===== src/rtl/wpg_pkg.sv =====
// Package: shared types for the write-protection guard.
// Assumes: nothing beyond the standard language.
package wpg_pkg;
    // Steps of the unlock handshake
    typedef enum logic [1:0] {
        SEQ_IDLE  = 2'd0,
        SEQ_STEP1 = 2'd1,
        SEQ_OPEN  = 2'd2
    } seq_state_t;
endpackage


===== src/rtl/wpg_por_timer.sv =====
// Module: power-up lockout timer. Counts cycles from the rise of pwr_good.
// Reports por_ok once POR_CYCLES cycles have elapsed and pwr_good is still high.
// Assumes: pwr_good is synchronous to clk; POR_CYCLES >= 1.
module wpg_por_timer #(
    parameter int POR_CYCLES = 2_000_000
) (
    input  logic clk,
    input  logic rst_n,
    input  logic pwr_good,
    output logic por_ok
);
    localparam int CW = $clog2(POR_CYCLES + 1);
    localparam logic [CW-1:0] LIMIT = CW'(POR_CYCLES);

    logic [CW-1:0] cnt;

    // Restart on reset or supply loss, count up to the limit and hold there
    always_ff @(posedge clk) begin
        if (!rst_n || !pwr_good) begin
            cnt <= '0;
        end else if (cnt != LIMIT) begin
            cnt <= cnt + CW'(1);
        end
    end

    // Lockout has expired only while the supply stays good
    always_comb begin
        por_ok = pwr_good && (cnt == LIMIT);
    end
endmodule


===== src/rtl/wpg_pulse_filter.sv =====
// Module: write-pulse qualifier. Counts consecutive cycles with ce_n and we_n
// both low, oe_n high and the lockout expired. When ce_n or we_n rises after at
// least MIN_LOW such cycles, it emits one recognised-write event carrying the
// address and data sampled in the last low cycle.
// Assumes: bus pins are synchronous to clk; MIN_LOW >= 1.
module wpg_pulse_filter #(
    parameter int ADDR_W  = 13,
    parameter int DATA_W  = 8,
    parameter int MIN_LOW = 3
) (
    input  logic              clk,
    input  logic              rst_n,
    input  logic              por_ok,
    input  logic              ce_n,
    input  logic              we_n,
    input  logic              oe_n,
    input  logic [ADDR_W-1:0] addr,
    input  logic [DATA_W-1:0] din,
    output logic              evt,
    output logic [ADDR_W-1:0] evt_addr,
    output logic [DATA_W-1:0] evt_data
);
    localparam int CW = $clog2(MIN_LOW + 1);
    localparam logic [CW-1:0] QUAL = CW'(MIN_LOW);

    logic [CW-1:0]     low_cnt;
    logic [ADDR_W-1:0] hold_addr;
    logic [DATA_W-1:0] hold_data;
    logic              active;
    logic              fire;

    // A cycle counts toward a write only with both strobes low and no inhibit
    always_comb begin
        active = !ce_n && !we_n && oe_n && por_ok;
        fire   = (low_cnt == QUAL) && (ce_n || we_n) && oe_n && por_ok;
    end

    // Saturating count of consecutive qualifying cycles
    always_ff @(posedge clk) begin
        if (!rst_n || !active) begin
            low_cnt <= '0;
        end else if (low_cnt != QUAL) begin
            low_cnt <= low_cnt + CW'(1);
        end
    end

    // Track the bus values of the most recent qualifying cycle
    always_ff @(posedge clk) begin
        if (!rst_n) begin
            hold_addr <= '0;
            hold_data <= '0;
        end else if (active) begin
            hold_addr <= addr;
            hold_data <= din;
        end
    end

    // Emit a recognised-write event on the first rising strobe
    always_ff @(posedge clk) begin
        if (!rst_n) begin
            evt      <= 1'b0;
            evt_addr <= '0;
            evt_data <= '0;
        end else begin
            evt <= fire;
            if (fire) begin
                evt_addr <= hold_addr;
                evt_data <= hold_data;
            end
        end
    end
endmodule


===== src/rtl/wpg_unlock_seq.sv =====
// Module: unlock sequencer. Walks the two-step handshake on recognised writes.
// Passes the first write after the handshake out as a one-cycle commit, then
// re-arms. Supply loss forces it back to idle.
// Assumes: evt is a single-cycle pulse from the pulse filter.
module wpg_unlock_seq
    import wpg_pkg::*;
#(
    parameter int              ADDR_W = 13,
    parameter int              DATA_W = 8,
    parameter logic [ADDR_W-1:0] KEY1_ADDR = 13'h1555,
    parameter logic [DATA_W-1:0] KEY1_DATA = 8'hAA,
    parameter logic [ADDR_W-1:0] KEY2_ADDR = 13'h0AAA,
    parameter logic [DATA_W-1:0] KEY2_DATA = 8'h55
) (
    input  logic              clk,
    input  logic              rst_n,
    input  logic              pwr_good,
    input  logic              evt,
    input  logic [ADDR_W-1:0] evt_addr,
    input  logic [DATA_W-1:0] evt_data,
    output logic              commit,
    output logic [ADDR_W-1:0] commit_addr,
    output logic [DATA_W-1:0] commit_data,
    output logic              unlocked
);
    seq_state_t state, state_nx;
    logic       is_key1, is_key2, do_commit;

    // Decode the incoming write against both key steps
    always_comb begin
        is_key1 = (evt_addr == KEY1_ADDR) && (evt_data == KEY1_DATA);
        is_key2 = (evt_addr == KEY2_ADDR) && (evt_data == KEY2_DATA);
    end

    // Next-step selection for one recognised write
    always_comb begin
        state_nx  = state;
        do_commit = 1'b0;
        if (evt) begin
            unique case (state)
                SEQ_IDLE:  state_nx = is_key1 ? SEQ_STEP1 : SEQ_IDLE;
                SEQ_STEP1: state_nx = is_key2 ? SEQ_OPEN :
                                      (is_key1 ? SEQ_STEP1 : SEQ_IDLE);
                SEQ_OPEN: begin
                    state_nx  = SEQ_IDLE;
                    do_commit = 1'b1;
                end
                default:   state_nx = SEQ_IDLE;
            endcase
        end
    end

    // State register, cleared by reset or supply loss
    always_ff @(posedge clk) begin
        if (!rst_n || !pwr_good) begin
            state <= SEQ_IDLE;
        end else begin
            state <= state_nx;
        end
    end

    // Commit strobe and its payload
    always_ff @(posedge clk) begin
        if (!rst_n || !pwr_good) begin
            commit      <= 1'b0;
            commit_addr <= '0;
            commit_data <= '0;
        end else begin
            commit <= do_commit;
            if (do_commit) begin
                commit_addr <= evt_addr;
                commit_data <= evt_data;
            end
        end
    end

    // Disarmed flag follows the open step
    always_comb begin
        unlocked = (state == SEQ_OPEN);
    end
endmodule


===== src/rtl/wpg_guard.sv =====
// Module: top of the write-protection guard. Chains the lockout timer, the
// pulse qualifier and the unlock sequencer.
// Assumes: all inputs are synchronous to clk. POR_CYCLES and MIN_LOW are given
// in clock cycles (defaults: 10 ms and 15 ns at 200 MHz).
module wpg_guard #(
    parameter int ADDR_W     = 13,
    parameter int DATA_W     = 8,
    parameter int POR_CYCLES = 2_000_000,
    parameter int MIN_LOW    = 3
) (
    input  logic              clk,
    input  logic              rst_n,
    input  logic              pwr_good,
    input  logic              ce_n,
    input  logic              we_n,
    input  logic              oe_n,
    input  logic [ADDR_W-1:0] addr,
    input  logic [DATA_W-1:0] din,
    output logic              commit,
    output logic [ADDR_W-1:0] commit_addr,
    output logic [DATA_W-1:0] commit_data,
    output logic              unlocked
);
    logic              por_ok;
    logic              evt;
    logic [ADDR_W-1:0] evt_addr;
    logic [DATA_W-1:0] evt_data;

    wpg_por_timer #(.POR_CYCLES(POR_CYCLES)) u_por (
        .clk(clk), .rst_n(rst_n), .pwr_good(pwr_good), .por_ok(por_ok)
    );

    wpg_pulse_filter #(.ADDR_W(ADDR_W), .DATA_W(DATA_W), .MIN_LOW(MIN_LOW)) u_filt (
        .clk(clk), .rst_n(rst_n), .por_ok(por_ok),
        .ce_n(ce_n), .we_n(we_n), .oe_n(oe_n), .addr(addr), .din(din),
        .evt(evt), .evt_addr(evt_addr), .evt_data(evt_data)
    );

    wpg_unlock_seq #(.ADDR_W(ADDR_W), .DATA_W(DATA_W)) u_seq (
        .clk(clk), .rst_n(rst_n), .pwr_good(pwr_good),
        .evt(evt), .evt_addr(evt_addr), .evt_data(evt_data),
        .commit(commit), .commit_addr(commit_addr), .commit_data(commit_data),
        .unlocked(unlocked)
    );
endmodule


===== config.mk =====
export PLATFORM = sky130hd
export DESIGN_NAME = wpg_guard
export DESIGN_NICKNAME = d
export VERILOG_FILES = /design/src/rtl/wpg_pkg.sv /design/src/rtl/wpg_por_timer.sv /design/src/rtl/wpg_pulse_filter.sv /design/src/rtl/wpg_unlock_seq.sv /design/src/rtl/wpg_guard.sv
export SDC_FILE = /design/constraint.sdc
export NUM_CORES = 1
export LEC_CHECK = 0
export ABC_AREA = 1
export BUFFER_PORTS_ARGS = -buffer_cell sky130_fd_sc_hd__buf_2
export CORE_UTILIZATION = 63
export DETAILED_ROUTE_END_ITERATION = 7
export PLACE_DENSITY = 0.85
export SLEW_MARGIN = 20
export SYNTH_ARGS = -nofsm -noshare
export SYNTH_HDL_FRONTEND = slang
export SYNTH_SLANG_ARGS = --single-unit

===== constraint.sdc =====
create_clock -name clk -period 4.2 [get_ports clk]
set_input_delay 0.42 -clock clk [delete_from_list [all_inputs] [get_ports clk]]
set_output_delay 0.42 -clock clk [all_outputs]
set_load 0.02 [all_outputs]

-- Yosys cells after proc, flatten, opt, wreduce, memory -nomap -nowiden
Cells that the tools add are included.
Widths: inputs -> output; s select.
- output and inout port bits: 23
- word-level logic and storage cells: 46
- register bits: 90
- input bits: 27
- $add $sub $neg: 2
- mux-type cells: 5
- equality and inequality tests: 10
- reduce and logical (&&, ||, !) cells: 18
- operator list (cell ; count):
    $add 21x1->21 const B ; 1
    $eq 21x21->1 const B ; 1
    $ne 21x21->1 const B ; 1
    $eq 13x12->1 const B ; 1
    $eq 13x13->1 const B ; 1
    $logic_and 1x1->1 ; 9
    $eq 8x7->1 const B ; 1
    $eq 8x8->1 const B ; 1
    $logic_not 1->1 ; 5
    $eq 2x2->1 const B ; 2
    $pmux 2 s2 ; 1
    $logic_or 1x1->1 ; 3
    $mux 1 ; 3
    $add 2x1->2 const B ; 1
    $eq 2x1->1 const B ; 1
    $logic_not 2->1 ; 1
    $mux 2 ; 1
    $ne 2x2->1 const B ; 1

-- Logic depth before layout (Yosys ltp)
- depth in word-level cells: 6
- depth in mapped cells: 11

-- Hierarchy
Synthesis repeated with hierarchy kept, for this count alone.
- cells, all modules: 589
- area, all modules: 4150.2 µm²
- modules (own cells, without submodules) (module ; area each (µm²) ; instances ; cells each):
    wpg_pulse_filter ; 1850.5 ; 1 ; 245
    wpg_por_timer ; 1196.1 ; 1 ; 179
    wpg_unlock_seq ; 1103.6 ; 1 ; 165

-- Worst setup path before layout
OpenSTA, ideal clock, no wires.
- path type: register -> register
- from: register u_por.cnt[0]
- to: register u_filt.evt_addr[10]
- data required time: 4.090 ns
- arrival time: 1.350 ns
- stages on the path, launching flop included: 11
- period minus slack after synthesis: 1.459 ns
- library setup time: 0.110 ns
- path slack: 2.741 ns
- buffers on the path: 1
- path through: dfxtp_1 -> inv_1 -> ha_1 -> nand4_1 -> inv_1 -> nand2_2 -> nor2_4 -> buf_6 -> nand4_1 -> nand2_1 -> nor2_1
- cells in the longest elaborated chain, start to end: 3
- ends and longest elaborated chain (what ; line ; text):
    start: declaration ; wpg_por_timer.sv:15 ; logic [CW-1:0] cnt;
    start signal: assignment ; wpg_por_timer.sv:22 ; cnt <= cnt + CW'(1);
    $eq 21x21->1 ; wpg_por_timer.sv:28 ; por_ok = pwr_good && (cnt == LIMIT);
    $logic_and 1x1->1 ; wpg_por_timer.sv:28 ;
    $logic_and 1x1->1 ; wpg_pulse_filter.sv:35 ; fire = (low_cnt == QUAL) && (ce_n || we_n) && oe_n && por_ok;
    end signal: assignment ; wpg_pulse_filter.sv:67 ; evt_addr <= hold_addr;
    end: declaration ; wpg_pulse_filter.sv:20 ; output logic [ADDR_W-1:0] evt_addr,
No other way between the ends.
A chain may end at the register's enable or synchronous reset.

-- Worst setup path in the final report
- from: register u_por.cnt[0]
- to: register u_filt.evt_addr[8]
Same word-level chain as after synthesis.

==> impl_metrics.ini <==
[timing]
clock_skew_ns = 0.00890
layout_setup_ws_ns = 1.99
worstMarginPinSlew_ns = 0.871
hold_viol = 0
max_freq_ghz = 0.452
relSlewSlack = 0.418
period_share = 0.527
layout_min_cycle_time_ns = 2.21
tns_ns = 0
drv_slew = 0
rsz0062_at_grt = no
setup_viol = 0

[floorplan]
initial_core_util = 0.650
die_w_um = 85.5
dieArea_um2 = 7310
fp-row-count = 30
die_y_um = 85.5
io_pins = 50
coreArea_um2 = 6760

[run_status]
status = finished, violations left
violations = DRC

[yosys]
synth_cell_types = 25
synth_edf_count = 0
synthSimpleGateAreaFrac = 0.338
synth_top_family_by_area = simple AND/OR/NAND/NOR gates
synthTopCellsByCount = inv_1, nand2_1, dfxtp_1
ys_ff_latch = 90
synth-warning-count = 0
synth.most_common_cell = inv_1
yosysSeqAreaShare = 0.410
syn_area_um2 = 4390
synthTopCellsByArea = dfxtp_1, inv_1, nand2_1
synth_fa_ha_area_frac = 0.00854
synth-compound-area-share = 0.0752
synth_fp_nets = 666
syn_area_per_cell_um2 = 6.91
synth_top_area_cell = dfxtp_1
synth_top_area_share = 0.410
ys.flop_type = dfxtp_1
syn_inst = 636
synthXorXnorAreaFrac = 0.00598
muxShareOfSynthArea = 0.00228
async_flop_share = 0

[clock_network]
clk_pin_slew_worst_paths_ns = 0.09
cts_setup_buffers = 0
holdBufCountCts = 0
cts_tree = built
cts_root_buffer = clkbuf_8
cts_buffer_depth = 2
insertion_delay_ns = 0.36
cts_resized = 0
numCtsBuffers = 9
htree_levels = 3
cts.sink_count = 90

[critical_path]
setup.worst_path.end_class = register
worstPathCellList = inv_1 > ha_1 > nand4_1 > inv_1 > nand2_2 > nor2_4 > nand4_1 > nand2_1 > nor2_1
crit_slowest_cell = nor2_4
crit_fanout = 45
slowest_delay_ns = 0.69
critPathKind = register to register
arrival_ns = 2.48
start_kind = register
crit_family = simple AND/OR/NAND/NOR gates
critPathBufInv = 2
cp.required_ns = 4.47

[place]
preCtsSetupSlack_ns = 1.64
place_congestion = 0.856
io_buffers = 49
dpl-instance-area_um2 = 4570
hpwl_um = 6350

[global_route]
overflow = 0
grt_pass1_vias = 3519
grt_pass1_wl_um = 15600
grtUsageTotal = 0.267
grt_start_max_net_pins = 46
grt_antenna_before_repair = 0

[layout]
final_nets = 700
nFillCells = 538
final_cell_area_um2 = 4770
layout-drive-gt1-share = 0.176
syn_to_final_growth_pct = 8.60
n_antenna_cell = 0
multiInputGateArea_um2 = 1890
seq_area_um2 = 1800

[flow_run]
cap_violations = 0

[detailed_routing]
vias_per_cell = 5.25
drt-total-wl_um = 9250
drtIter0Drc = 243
drc = 2
ant_nets = 0
via_count = 3967
detail_route.first_pass.iterations = 7
wl_per_cell_um = 12.2

[power]
p_leak_nw = 2.12
ir_drop_mv = 0.209
powerDensity_nw_per_um2 = 318

[hold_path]
hp-class = primary input to register
## metrics by stage
step	instances	utilization	total power, mW	hold slack [ns]
3_5_place_dp	739	0.676	0.930	0.463
5_1_grt	755	0.706	1.58	0.391
6_report	755	0.706	1.52	0.369
2_1_floorplan	636	-	0.913	0.439
3_3_place_gp	739	0.676	0.929	0.453
4_1_cts	755	0.706	1.52	0.371
## state kept, by name, summed over array words and instances (netlist names)
signal / cells
u_filt.low_cnt: 2
u_por.cnt: 21
u_seq.commit_data: 8
u_seq.commit: 1
u_seq.commit_addr: 13
u_filt.evt_data: 8
u_filt.hold_addr: 13
u_seq.state: 2
u_filt.hold_data: 8
u_filt.evt: 1
u_filt.evt_addr: 13
## layout make-up
cell class              instances  area share
multi-input cells             381       0.396
inverters                     136       0.107
clock buffers                  10      0.0288
repair buffers                 52      0.0561
well taps                      80      0.0210
clock inverters                 6      0.0136
flip-flops and latches         90       0.378
## worst min-delay path, stage by stage
cell	delay, ns
buf_2	0.07
inv_1	0.03
nand4_1	0.07
nand2_1	0.05
nor2_1	0.07
## where the power goes
part | internal (mW) | switching [mW] | total [mW]
clock network | 0.292 | 0.316 | 0.609
logic | 0.0192 | 0.0367 | 0.0559
registers | 0.853 | 0.00129 | 0.855
## per-layer routing
layer	routed length [µm]	track usage	vias up
met5	0	0	-
met4	85	0.0833	0
met3	558	0.0558	12
met2	4120	0.412	131
met1	4490	0.378	1769
li1	-	-	2055
## cell usage in the layout (no fill, tap or decap), types with 2 or more instances in the layout
cell / netlist / layout
clkinv_2: 0 / 2
inv_2: 5 / 5
o21ai_0: 29 / 29
nor2_1: 69 / 69
clkbuf_8: 0 / 10
ha_1: 3 / 3
nor4_1: 3 / 3
buf_2: 16 / 49
inv_1: 131 / 131
nor2_2: 9 / 9
a21oi_1: 37 / 37
nand2_1: 110 / 110
nor3_1: 7 / 7
buf_4: 1 / 3
xor2_1: 3 / 3
nand2_2: 32 / 32
nand4_2: 2 / 2
nand3_1: 11 / 11
dfxtp_1: 90 / 90
nor2_4: 2 / 2
nand4_1: 60 / 60
## final timing paths
check | cells past startpoint | end | from | slack (ns)
setup / recovery | 9 | u_filt.evt_addr[8] | u_por.cnt[0] | 1.99
hold / removal | 5 | u_filt.hold_addr[7] | addr[7] | 0.37
setup reg to reg | 9 | u_filt.evt_addr[8] | u_por.cnt[0] | 1.99
hold reg to reg | 2 | u_seq.commit_addr[6] | u_seq.commit_addr[6] | 0.48
## logic make-up (layout without fill, tap and decap cells)
| family | Yosys count | count (layout) |
|---|---|---|
| AO/OA/AOI/OAI | 66 | 66 |
| flip-flops | 90 | 90 |
| multiplexers | 1 | 1 |
| adder cells (fa/ha/maj) | 3 | 3 |
| AND/OR/NAND/NOR | 308 | 308 |
| XOR/XNOR | 3 | 3 |
| buffers and inverters | 165 | 204 |
No activity file was read; power rests on OpenSTA's default activity.
